<file path="src/rtl/kwd_pkg.sv">
package kwd_pkg;
  localparam logic [3:0] OFF_CTRL = 4'h0;
  localparam logic [3:0] OFF_CNT  = 4'h4;
  localparam logic [3:0] OFF_TOV  = 4'h8;

  localparam logic [15:0] UNLK_LO = 16'hC520;
  localparam logic [15:0] UNLK_HI = 16'hD928;
  localparam logic [15:0] RFSH_LO = 16'hA602;
  localparam logic [15:0] RFSH_HI = 16'hB480;

  localparam int B_FLAG  = 14;
  localparam int B_KEY32 = 13;
  localparam int B_PRES  = 12;
  localparam int B_ULK   = 11;
  localparam int B_DONE  = 10;
  localparam int B_EN    = 7;
  localparam int B_UPD   = 5;
  localparam int B_WAIT  = 1;
  localparam int B_STOP  = 0;

  typedef enum logic [1:0] {
    PEND_NONE,
    PEND_UNLK,
    PEND_RFSH
  } pend_e;
endpackage

</file>
<file path="src/rtl/kwd_keydec.sv">
module kwd_keydec
  import kwd_pkg::*;
(
  input  logic        clk,
  input  logic        rst_n,
  input  logic        key32,
  input  logic        key_wr,
  input  logic [31:0] key_data,
  output logic        unlock_hit,
  output logic        refresh_hit,
  output logic        key_err
);
  pend_e pend_q;
  logic [15:0] lo, hi;
  assign lo = key_data[15:0];
  assign hi = key_data[31:16];

  always_comb begin
    unlock_hit  = 1'b0;
    refresh_hit = 1'b0;
    key_err     = 1'b0;
    if (key_wr) begin
      if (key32) begin
        unlock_hit  = (lo == UNLK_LO) && (hi == UNLK_HI);
        refresh_hit = (lo == RFSH_LO) && (hi == RFSH_HI);
        key_err     = ((lo == UNLK_LO) && (hi != UNLK_HI)) ||
                      ((lo == RFSH_LO) && (hi != RFSH_HI));
      end else begin
        case (pend_q)
          PEND_UNLK: begin
            unlock_hit = (lo == UNLK_HI);
            key_err    = (lo != UNLK_HI);
          end
          PEND_RFSH: begin
            refresh_hit = (lo == RFSH_HI);
            key_err     = (lo != RFSH_HI);
          end
          default: ;
        endcase
      end
    end
  end

  always_ff @(posedge clk or negedge rst_n) begin
    if (!rst_n) begin
      pend_q <= PEND_NONE;
    end else if (key32) begin
      pend_q <= PEND_NONE;
    end else if (key_wr) begin
      if (pend_q != PEND_NONE)  pend_q <= PEND_NONE;
      else if (lo == UNLK_LO)   pend_q <= PEND_UNLK;
      else if (lo == RFSH_LO)   pend_q <= PEND_RFSH;
    end
  end

  // in half-word mode an error needs a pending first half
  assert_err_needs_pend_R10: assert property (@(posedge clk) disable iff (!rst_n)
    (key_wr && !key32 && key_err) |-> (pend_q != PEND_NONE));
endmodule

</file>
<file path="src/rtl/kwd_tick.sv">
module kwd_tick #(
  parameter int PRE_W = 8
) (
  input  logic clk,
  input  logic rst_n,
  input  logic restart,
  input  logic pres,
  output logic tick
);
  logic [PRE_W-1:0] pre_q;

  assign tick = pres ? (&pre_q) : 1'b1;

  always_ff @(posedge clk or negedge rst_n) begin
    if (!rst_n)       pre_q <= '0;
    else if (restart) pre_q <= '0;
    else              pre_q <= pre_q + 1'b1;
  end

  // with the prescaler on, a tick is never followed directly by another
  assert_pres_spacing_R8: assert property (@(posedge clk) disable iff (!rst_n)
    (pres && tick && !restart) |=> !(pres && tick));
endmodule

</file>
<file path="src/rtl/kwd_count.sv">
module kwd_count #(
  parameter int CNT_W = 16
) (
  input  logic             clk,
  input  logic             rst_n,
  input  logic             run,
  input  logic             clear,
  input  logic             tick,
  input  logic [CNT_W-1:0] toval,
  output logic [CNT_W-1:0] cnt,
  output logic             expire
);
  logic [CNT_W:0] nxt;
  assign nxt    = {1'b0, cnt} + 1'b1;
  assign expire = run && !clear && tick && (nxt >= {1'b0, toval});

  always_ff @(posedge clk or negedge rst_n) begin
    if (!rst_n)              cnt <= '0;
    else if (!run || clear)  cnt <= '0;
    else if (tick)           cnt <= expire ? '0 : nxt[CNT_W-1:0];
  end

  // a disabled counter reads zero
  assert_hold_zero_R12: assert property (@(posedge clk) disable iff (!rst_n)
    !run |=> (cnt == '0));
  // the count moves only on a tick
  assert_tick_only_R8: assert property (@(posedge clk) disable iff (!rst_n)
    (run && !clear && !tick) |=> $stable(cnt));
endmodule

</file>
<file path="src/rtl/keyed_wdog.sv">
module keyed_wdog
  import kwd_pkg::*;
#(
  parameter int ADDR_W     = 4,
  parameter int CNT_W      = 16,
  parameter int PRE_W      = 8,
  parameter int UNLOCK_WIN = 255,
  parameter int DEF_TOVAL  = 1000
) (
  input  logic              clk,
  input  logic              rst_n,
  input  logic              bus_wr,
  input  logic [ADDR_W-1:0] bus_addr,
  input  logic [31:0]       bus_wdata,
  output logic [31:0]       bus_rdata,
  output logic              wdog_rst
);
  localparam int WIN_W = $clog2(UNLOCK_WIN + 1);

  logic             key32_q, pres_q, en_q, upd_q, wait_q, stop_q;
  logic [1:0]       clksel_q;
  logic             flag_q, ulk_q, done_q, fire_q;
  logic [WIN_W-1:0] win_q;
  logic [CNT_W-1:0] toval_q, cnt;

  logic wr_ctrl, wr_cnt, wr_tov, cfg_ctrl, cfg_tov, close_now;
  logic unlock_hit, refresh_hit, key_err, tick, expire;

  assign wr_ctrl   = bus_wr && (bus_addr == ADDR_W'(OFF_CTRL));
  assign wr_cnt    = bus_wr && (bus_addr == ADDR_W'(OFF_CNT));
  assign wr_tov    = bus_wr && (bus_addr == ADDR_W'(OFF_TOV));
  assign cfg_ctrl  = wr_ctrl && ulk_q;
  assign cfg_tov   = wr_tov && ulk_q;
  assign close_now = cfg_ctrl && !bus_wdata[B_UPD];

  kwd_keydec u_keydec (
    .clk(clk), .rst_n(rst_n), .key32(key32_q), .key_wr(wr_cnt),
    .key_data(bus_wdata), .unlock_hit(unlock_hit),
    .refresh_hit(refresh_hit), .key_err(key_err)
  );

  kwd_tick #(.PRE_W(PRE_W)) u_tick (
    .clk(clk), .rst_n(rst_n), .restart(!en_q || refresh_hit || key_err),
    .pres(pres_q), .tick(tick)
  );

  kwd_count #(.CNT_W(CNT_W)) u_count (
    .clk(clk), .rst_n(rst_n), .run(en_q), .clear(refresh_hit || key_err),
    .tick(tick), .toval(toval_q), .cnt(cnt), .expire(expire)
  );

  always_ff @(posedge clk or negedge rst_n) begin
    if (!rst_n) begin
      key32_q  <= 1'b1;
      pres_q   <= 1'b0;
      clksel_q <= 2'b00;
      en_q     <= 1'b0;
      upd_q    <= 1'b1;
      wait_q   <= 1'b0;
      stop_q   <= 1'b0;
      toval_q  <= CNT_W'(DEF_TOVAL);
    end else begin
      if (cfg_ctrl) begin
        key32_q  <= bus_wdata[B_KEY32];
        pres_q   <= bus_wdata[B_PRES];
        clksel_q <= bus_wdata[9:8];
        en_q     <= bus_wdata[B_EN];
        upd_q    <= bus_wdata[B_UPD];
        wait_q   <= bus_wdata[B_WAIT];
        stop_q   <= bus_wdata[B_STOP];
      end
      if (cfg_tov) toval_q <= bus_wdata[CNT_W-1:0];
    end
  end

  always_ff @(posedge clk or negedge rst_n) begin
    if (!rst_n) begin
      ulk_q  <= 1'b0;
      win_q  <= '0;
      done_q <= 1'b0;
    end else if (unlock_hit) begin
      ulk_q  <= 1'b1;
      win_q  <= WIN_W'(UNLOCK_WIN - 1);
      done_q <= 1'b0;
    end else begin
      if (cfg_ctrl || cfg_tov) done_q <= 1'b1;
      if (ulk_q) begin
        if (close_now || win_q == '0) ulk_q <= 1'b0;
        else                          win_q <= win_q - 1'b1;
      end
    end
  end

  always_ff @(posedge clk or negedge rst_n) begin
    if (!rst_n) begin
      fire_q <= 1'b0;
      flag_q <= 1'b0;
    end else begin
      fire_q <= expire || key_err;
      if (expire || key_err)             flag_q <= 1'b1;
      else if (wr_ctrl && bus_wdata[B_FLAG]) flag_q <= 1'b0;
    end
  end

  assign wdog_rst = fire_q;

  always_comb begin
    bus_rdata = '0;
    if (bus_addr == ADDR_W'(OFF_CTRL)) begin
      bus_rdata[B_FLAG]  = flag_q;
      bus_rdata[B_KEY32] = key32_q;
      bus_rdata[B_PRES]  = pres_q;
      bus_rdata[B_ULK]   = ulk_q;
      bus_rdata[B_DONE]  = done_q;
      bus_rdata[9:8]     = clksel_q;
      bus_rdata[B_EN]    = en_q;
      bus_rdata[B_UPD]   = upd_q;
      bus_rdata[B_WAIT]  = wait_q;
      bus_rdata[B_STOP]  = stop_q;
    end else if (bus_addr == ADDR_W'(OFF_CNT)) begin
      bus_rdata[CNT_W-1:0] = cnt;
    end else if (bus_addr == ADDR_W'(OFF_TOV)) begin
      bus_rdata[CNT_W-1:0] = toval_q;
    end
  end

  // locked timeout writes change nothing
  assert_locked_tov_R2: assert property (@(posedge clk) disable iff (!rst_n)
    (wr_tov && !ulk_q) |=> $stable(toval_q));
  // a decoded unlock opens the window with done cleared
  assert_unlock_opens_R3: assert property (@(posedge clk) disable iff (!rst_n)
    unlock_hit |=> (ulk_q && !done_q));
  // every reset pulse leaves the flag set
  assert_fire_flags_R7: assert property (@(posedge clk) disable iff (!rst_n)
    fire_q |-> flag_q);
  // the reset output is a single-clock pulse unless a new cause arrives
  assert_pulse_one_R7: assert property (@(posedge clk) disable iff (!rst_n)
    (fire_q && !expire && !key_err) |=> !fire_q);
endmodule

</file>
<file path="config.mk">
export PLATFORM = sky130hd
export DESIGN_NAME = keyed_wdog
export DESIGN_NICKNAME = d
export VERILOG_FILES = /design/src/rtl/kwd_pkg.sv /design/src/rtl/kwd_keydec.sv /design/src/rtl/kwd_tick.sv /design/src/rtl/kwd_count.sv /design/src/rtl/keyed_wdog.sv
export SDC_FILE = /design/constraint.sdc
export NUM_CORES = 1
export LEC_CHECK = 0
export BUFFER_PORTS_ARGS = -buffer_cell sky130_fd_sc_hd__buf_2
export CAP_MARGIN = 20
export CORE_UTILIZATION = 51
export CTS_CLUSTER_DIAMETER = 150
export DETAILED_ROUTE_END_ITERATION = 12
export PLACE_DENSITY = 0.77
export SYNTH_ARGS = -nofsm -noshare
export SYNTH_HDL_FRONTEND = slang
export SYNTH_HIERARCHICAL = 1
export SYNTH_SLANG_ARGS = --single-unit
</file>
<file path="constraint.sdc">
create_clock -name clk -period 2.9 [get_ports clk]
set_clock_uncertainty 0.2 [all_clocks]
set_input_delay 0.29 -clock clk [delete_from_list [all_inputs] [get_ports clk]]
set_output_delay 0.29 -clock clk [all_outputs]
set_load 0.05 [all_outputs]
</file>
# ---- After elaboration in Yosys (flattened, before gate mapping)
# Index checks and enable logic that the tools add are counted.
dict set report totals {
  output_inout_bits 33
  in_bits 39
  regBits 62
  word_cells 109
}
dict set report classes {
  n_addsub 3
  magnitude_cmp 1
  n_eq_ne 15
  n_mux 37
  reduce_logical 37
}
# operator n
set op_table {}
lappend op_table {{$eq A16 B16 Y1 const B} 6}
lappend op_table {{$mux W16} 5}
lappend op_table {{$ne A16 B16 Y1 const B} 4}
lappend op_table {{$mux W8} 5}
lappend op_table {{$mux W1} 19}
lappend op_table {{$add A16 B1 Y17 const B} 1}
lappend op_table {{$ge A17 B16 Y1} 1}
lappend op_table {{$logic_and A1 B1 Y1} 14}
lappend op_table {{$mux W2} 6}
lappend op_table {{$reduce_bool A2 Y1} 6}
lappend op_table {{$add A8 B1 Y8 const B} 1}
lappend op_table {{$logic_not A8 Y1} 1}
lappend op_table {{$logic_or A1 B1 Y1} 8}
lappend op_table {{$reduce_and A8 Y1} 1}
lappend op_table {{$sub A8 B1 Y8 const B} 1}
lappend op_table {{$eq A4 B3 Y1 const B} 1}
lappend op_table {{$eq A4 B4 Y1 const B} 1}
lappend op_table {{$logic_not A4 Y1} 1}
lappend op_table {{$reduce_and A2 Y1} 2}
lappend op_table {{$reduce_bool A4 Y1} 1}
lappend op_table {{$logic_not A1 Y1} 3}
lappend op_table {{$mux W3} 1}
lappend op_table {{$eq A2 B1 Y1 const B} 1}
lappend op_table {{$eq A2 B2 Y1 const B} 1}
lappend op_table {{2 further kinds} 2}

# ---- Longest topological paths before layout
# Gate-level depths: netlist (run 1).
dict set report depth {
  word_depth 13
  depth_mapped 15
}

# ---- Modules after synthesis
# Netlist (run 1), hierarchy kept.
# module instances seq_area_each_um2 area_each_um2 cells_each
set modules_own_cells {}
lappend modules_own_cells {keyed_wdog 1 910.9 1961.9 198}
lappend modules_own_cells {kwd_count 1 400.4 1386.3 159}
lappend modules_own_cells {kwd_keydec 1 50.0 466.7 59}
lappend modules_own_cells {kwd_tick 1 200.2 356.6 35}

# ---- Worst setup path after synthesis (run 1)
# OpenSTA, ideal clock, no wires.
dict set report synth_timing {
  kind {reg2reg}
  start {reg u_count.cnt[0]}
  end {reg flag_q}
  stages_incl_launch_ff 16
  path_buffers 1
  slack_ns -0.305
  arrival_ns 2.887
  setup_ns 0.118
  path_cell_list {dfrtp_1 -> ha_1 -> nand2_2 -> nor2_1 -> nand3_1 -> or2_2 -> xnor2_1 -> ha_1 -> a21oi_1 -> o21a_1 -> o21ai_0 -> a31oi_1 -> buf_6 -> a21oi_1 -> or2_2 -> a21o_1}
}
dict set report synth_via {
  elab_chain_len 5
}
# item line
set synth_lines {}
lappend synth_lines {{start, declared} kwd_count.sv:10} ;# output logic [CNT_W-1:0] cnt,
lappend synth_lines {{start signal, assigned} kwd_count.sv:20} ;# else if (tick) cnt <= expire ? '0 : nxt[CNT_W-1:0];
lappend synth_lines {{$add A16 B1 Y17 (*)} kwd_count.sv:14} ;# assign nxt = {1'b0, cnt} + 1'b1;
lappend synth_lines {{$ge A17 B16 Y1 (*)} kwd_count.sv:15} ;# assign expire = run && !clear && tick && (nxt >= {1'b0, toval});
lappend synth_lines {{$logic_and A1 B1 Y1 (*)} kwd_count.sv:15}
lappend synth_lines {{via expire} keyed_wdog.sv:27} ;# logic unlock_hit, refresh_hit, key_err, tick, expire;
lappend synth_lines {{$logic_or A1 B1 Y1 (*)} keyed_wdog.sv:100} ;# if (expire || key_err) flag_q <= 1'b1;
lappend synth_lines {{$mux W1 / $reduce_bool A2 Y1 (equally long branches)} --}
lappend synth_lines {{end signal, assigned} keyed_wdog.sv:97} ;# flag_q <= 1'b0;
lappend synth_lines {{end signal, assigned} keyed_wdog.sv:100}
lappend synth_lines {{end signal, assigned} keyed_wdog.sv:101} ;# else if (wr_ctrl && bus_wdata[B_FLAG]) flag_q <= 1'b0;
lappend synth_lines {{end, declared} keyed_wdog.sv:22} ;# logic flag_q, ulk_q, done_q, fire_q;
# The timed path passes the listed nets; every way through them passes the cells marked *.
# A chain may end at the register's enable or synchronous reset.

# ---- Worst setup path after layout (run 1)
dict set report layout_timing {
  start {reg u_count.cnt[1]}
  end {reg flag_q}
}
# Same word-level chain as after synthesis.

==> results of run 1 <==
## flip-flops by register name (all words and copies together), names as in the netlist, 2 cells and up
name / cells
toval_q: 16
u_count/cnt: 16
u_tick/pre_q: 8
win_q: 8
clksel_q: 2
u_keydec/pend_q: 2
## kinds of logic after synthesis
family                     Yosys count  share of synthesized area, %
AOI/OAI and AO/OA                   92                          14.2
other                                1                        0.0899
buffers and inverters               60                          7.38
DFF                                 62                          37.4
muxes                               27                          7.23
xor gates and xnor gates            15                          3.15
adders and majority gates           23                          6.90
and+or+nand+nor                    171                          23.6
## power groups by stage
stage | combinational (uW) | sequential, uW | clock, uW
after global routing | 1080 | 1260 | 792
after global placement | 868 | 1220 | 0
after floorplan | 656 | 1190 | 0
final | 982 | 1230 | 742
after detailed placement | 909 | 1240 | 0
after CTS | 962 | 1230 | 757
## repair_timing
item,4_1_cts,5_1_grt
endpoints found under the setup margin,18,18
pin swaps,17,9
buffers inserted,6,2
hold endpoints to repair,24,0
hold buffers,5,0
gates resized for setup,17,7
gates cloned,1,0
## placed cells by master, fill, tap and decap left out, drive strengths merged, types with 8 or more instances in the layout
cell	Yosys	final
a22o	10	10
nand2	34	34
nor2	38	38
dfrtp	54	54
mux2	25	25
ha	23	23
xnor2	10	10
dfstp	8	8
inv	30	30
a21oi	21	21
buf	22	117
o21ai	27	27
nand3	23	23
nor3	13	13
conb	1	16
clkbuf	8	9
## metrics by stage
stage               TNS, ns  utilization, %  area (sq um)  hold WS (ns)
floorplan            -0.107               -          4270        -0.206
global placement      -3.03            62.7          4890        0.0957
detailed placement    -4.98            62.7          4890         0.101
CTS                  -0.459            67.4          5260       0.00319
global route          -2.42            67.9          5300       0.00802
finish               -0.505            67.9          5300        0.0141
## worst max-delay path by stage
stage                                  end  slack, ns  depth (start not counted)
6_report                flag_q$_DFFE_PN0P_       -0.1                         13
5_1_grt                 flag_q$_DFFE_PN0P_      -0.21                         14
4_1_cts                 flag_q$_DFFE_PN0P_       -0.1                         14
3_5_place_dp    u_count/cnt[1]$_DFFE_PN0P_      -0.36                         13
3_3_place_gp   u_count/cnt[11]$_DFFE_PN0P_      -0.25                         12
2_1_floorplan           flag_q$_DFFE_PN0P_       -0.1                         14
## worst register-to-register path, delay by kind of cell (launching register included)
| kind | cells | cell delay, ns |
|---|---|---|
| and+or+nand+nor | 4 | 0.81 |
| DFF | 1 | 0.40 |
| AOI/OAI and AO/OA | 6 | 0.85 |
| adders and majority gates | 2 | 0.46 |
| xor gates and xnor gates | 1 | 0.15 |
## area by class of cell
class                           count  area, sq um  share of cell area (%)
Clock inverter                      7         65.1                    1.23
Sequential cell                    62         1560                    29.5
Timing Repair Buffer              122          811                    15.3
Inverter                           30          113                    2.12
Clock buffer                        9          124                    2.34
Multi-Input combinational cell    345         2500                    47.1
Tap cell                          102          128                    2.41
## layer usage
layer,vias to the layer above,global-route usage (%),share of wire (%)
met5,-,0,0
met4,0,10.2,2.4
met3,28,6.24,6.4
met2,156,47.8,51
met1,1899,34.4,40
li1,1832,-,-
==> impl_results.md, run 1 <==
* Initial core utilization at 53.4%
* Dpl ws at -0.364 ns
* Clk sink count at 62
* Yosys top cell area share at 32.4%
* Top cells by area, synth: dfrtp_1 32%, ha_1 6.9%, mux2_2 6.7%
* Final Hold Vio Count at 0
* CP max stage cell: dfrtp_2
* Crit path kind: flop to flop
* Global placement routability congestion at 0.903
* Vias at 3,915
* Worst-Margin Slew at 0.593 ns
* Core box area at 0.00781 sq mm
* Final nets at 632
* Pwr Total at 2960 uW
* FF-to-FF Start: u_count/cnt[1]$_DFFE_PN0P_
* Final setup fails at 14
* Drt first-iter violations at 267
* Most frequent cells after synthesis: 54 x dfrtp_1, 38 x nor2_1, 33 x nand2_1, 30 x inv_1, 27 x o21ai_0
* Largest net degree at the start of global routing at 25
* Fmax at 334 MHz
* Post-DP HPWL at 8380 um
* Vias in the first global route at 3,841
* Final cell count without fillers at 677
* Clock Latency Late Sink at 0.36 ns
* Root buffer cell: clkbuf_8
* Chip Height at 92.4 um
* Unrepaired setup endpoints after global routing: yes
* Clk pwr share at 25.1%
* Synthesized area per cell at 9.25 sq um
* Worst Path Buf+Inv at 0
* TritonRoute pass-1 iters at 5
* Clock buffer depth at 2
* Area Growth Syn to Fin at 27.1%
* Worst EP required at 2.94 ns
* Relative slew slack at 60.1%
* Failing checks: negative setup slack
* Antenna diodes at 0
* Switching share of total power at 35.8%
* First-pass GRT wire length at 18,400 um
* Die W at 92.4 um
* Die Footprint at 0.00855 sq mm
* I/O Buffers at 55
* Layout cells sized above 1 at 36.5%
* Critical path startpoint category: flop
* Slew Viols, Final at 0
* Pwr Density at 558 mW/mm^2
* Peak VDD IR at 537 uV
* Gr usage total at 27.9%
* Primary FF master, synth: dfrtp_1
* Setup crit start: u_count/cnt[1]$_DFFE_PN0P_
* Vias per cell at 5.78
* RR Endpoint: flag_q$_DFFE_PN0P_
* CP cell instances: ha_4, nand2_4, nor4b_4, nand3_2, xnor2_1, ha_1, a21o_1, a21oi_2, o21ai_2, a31oi_4, a21oi_2, or2_4, a21o_1
* Part of the Yosys area used for sequential elements at 37.4%
* Async SR Flop Fraction at 100%
* Crit path time final at 3.00 ns
* R2R depth at 13
* Logic pwr share at 33.2%
* Placed Instances at 647
* R2R setup slack at -0.1 ns
* Fin crit share at 103%
* Top-count cell post-synth: dfrtp_1
* Setup ws final at -0.0956 ns
* CTS clk-pin slew, worst paths at 0.07 ns
* Area leader, netlist: dfrtp_1
* Leakage at 0.00253 uW
* Min-Delay Path Class: input pin to flop
* Antenna viol nets, final at 0
* # fillers at 617
* Crit Path Max Fanout at 6
* Cell variety after synth at 64
* # rows at 32
* Worst Hold End: toval_q[6]$_DFFE_PN1P_
* Post-route DRC violation count at 0
* CTS tree: done
* Post-Route WL at 11,500 um
* Initial antenna violation count at 0
* Critical Path Sink Type: flop
* Drt wl/cell at 16.9 um
* Outcome: finished with violations
* H-tree depth at 3
* Max stage delay on crit path at 0.40 ns
* Mapped Area at 0.00417 sq mm
* Ys Warns at 6
* Crit path max-delay family: compound AO/OA/AOI/OAI gates
* Mapped Cells at 451
* CTS buffer count at 9
* Top Ports at 72
* Hold Crit Start: bus_wdata[6]
* Post-synth EDFFs at 0
* Max-cap violations at 0
* P_int at 1900 uW
* Hold Path Depth at 2
* WP data arrival at 3.04 ns
* Register share of total power at 41.7%
* Yosys reg bits at 62
* Grt total ovfl at 0
* Net load switching power at 1060 uW
Note: power is estimated with default switching activity, not from simulation.
==> run 2, diff against run 1 <==
Settings changed: SKIP_CTS_REPAIR_TIMING from default to 1.
Clock period 2.9 ns to 2.6 ns, I/O delays scaled along.
==> impl_results.md, run 2 (same netlist as run 1, synthesis figures left out) <==
* Outcome: finished with violations
* Failing checks: negative setup slack
* Pwr Total at 3410 uW
* Met3 wire length at 790 um
* Crit path time final at 3.11 ns
* Met2 wire len at 5470 um
* Die Footprint at 0.00855 sq mm
* Largest regs: toval_q (16), u_count/cnt (16)
* Drt first-iter violations at 263
* Clock buffer depth at 2
* M1 wire length at 4690 um
* Grt total ovfl at 0
* Relative slew slack at 59.1%
* Slew Viols, Final at 0
* Vias per cell at 5.68
* Leakage at 0.00260 uW
* Pwr Density at 634 mW/mm^2
* Critical path startpoint category: flop
* Crit Path Max Fanout at 4
* Peak VDD IR at 446 uV
* I/O Buffers at 55
* Final cell count without fillers at 688
* Clock Latency Late Sink at 0.35 ns
* Initial antenna violation count at 0
* Min-Delay Path Class: input pin to flop
* Fmax at 321 MHz
* Most common cell after layout, fill and taps aside: buf_4
* Antenna viol nets, final at 0
* H-tree depth at 3
* Post-Route WL at 11,200 um
* Placed instance area at 0.00500 sq mm
* Most frequent cells in the layout: 71 x buf_4, 55 x buf_2, 54 x dfrtp_1, 37 x nor2_1, 33 x nand2_1
* # rows at 32
* CTS clk-pin slew, worst paths at 0.08 ns
* CTS tree: done
* Final instance area at 0.00538 sq mm
* Post-DP HPWL at 8440 um
* Gr usage total at 27.9%
* Final nets at 643
* Worst-Margin Slew at 0.607 ns
* Critical Path Sink Type: flop
* Crit path kind: flop to flop
* Worst hold slack at 0.0140 ns
* Largest net degree at the start of global routing at 40
* CTS buffer count at 9
* Max-cap violations at 0
* Global placement routability congestion at 0.919
* Root buffer cell: clkbuf_8
* Initial core utilization at 53.4%
* First-pass GRT wire length at 18,400 um
* WP data arrival at 3.17 ns
* Vias at 3,908
* Post-route DRC violation count at 0
* Vias in the first global route at 3,862
* Core box area at 0.00781 sq mm
* Highest Signal Layer: met4
* Drt wl/cell at 16.3 um
* Die W at 92.4 um
* Final setup fails at 18
* Worst EP required at 2.66 ns
* Layout cells sized above 1 at 35.5%
* Placed Instances at 661
* Final Hold Vio Count at 0
* Fin crit share at 120%
* Clk sink count at 62
* Top Ports at 72
* TritonRoute pass-1 iters at 5
* Unrepaired setup endpoints after global routing: yes
* Setup ws final at -0.511 ns
* Area Growth Syn to Fin at 29.0%
* Antenna diodes at 0
* Post-Route Utilization at 68.9%
* Chip Height at 92.4 um
## run 2: changes by cell type in the layout (fill, tap and decap cells not counted), sizes merged
cell / before / now
clkinv: 4 / 2
clkbuf: 9 / 11
and3b: 3 / 2
clkinvlp: 2 / 1
bufinv: 1 / 2
dlygate4sd3: 5 / 7
buf: 117 / 127
## run 2: area by class of cell
class / instances / area, sq um
clock inverter: 5 / 81.3
multi-input combinational: 344 / 2450
timing repair buffer: 134 / 898
sequential: 62 / 1560
fill: 600 / 2420
inverter: 30 / 113
tap: 102 / 128
clock buffer: 11 / 151
## run 2: power by group
| part | internal (uW) | switching (uW) | leakage, uW | total [uW] |
|---|---|---|---|---|
| Sequential | 1190 | 180 | 0.000780 | 1370 |
| Clock | 592 | 396 | 0.000116 | 988 |
| Combinational | 484 | 575 | 0.00170 | 1060 |
## run 2: critical path, cell delays in order, from the launching register on
cell	delay, ns
dfrtp_1	0.44
nand3_1	0.15
nor2_1	0.19
nand3_1	0.15
xnor2_2	0.22
ha_1	0.28
and4_1	0.21
nand2_1	0.08
o211ai_1	0.10
o21ai_1	0.29
buf_4	0.18
nand4_1	0.16
buf_4	0.22
o211ai_1	0.15
## run 2: path summary, 6_finish.rpt
check                                            from                     endpoint  slack, ns  cells past startpoint
setup reg to reg           u_count/cnt[2]$_DFFE_PN0P_   u_count/cnt[9]$_DFFE_PN0P_      -0.51                     13
max in group asynchronous                       rst_n       toval_q[8]$_DFFE_PN1P_       1.25                      3
hold / removal                          bus_wdata[12]           pres_q$_DFFE_PN0N_       0.01                      2
setup / recovery           u_count/cnt[2]$_DFFE_PN0P_   u_count/cnt[9]$_DFFE_PN0P_      -0.51                     13
min in group asynchronous                       rst_n  u_count/cnt[12]$_DFFE_PN0P_       0.26                      2
hold reg to reg             u_tick/pre_q[0]$_DFF_PN0_    u_tick/pre_q[0]$_DFF_PN0_       0.29                      1
## run 2: through the flow
step,worst slack [ns],TNS (ns)
2_1_floorplan,-0.396,-4.59
3_3_place_gp,-0.455,-7.47
3_5_place_dp,-0.569,-9.00
4_1_cts,-0.602,-9.72
5_1_grt,-0.616,-10.12
6_report,-0.511,-8.17
## run 2: layer usage
layer | track usage [%] | vias up
met4 | 9.77 | 0
met5 | 0 | -
met3 | 5.25 | 27
met2 | 47.0 | 187
met1 | 35.7 | 1844
li1 | - | 1850
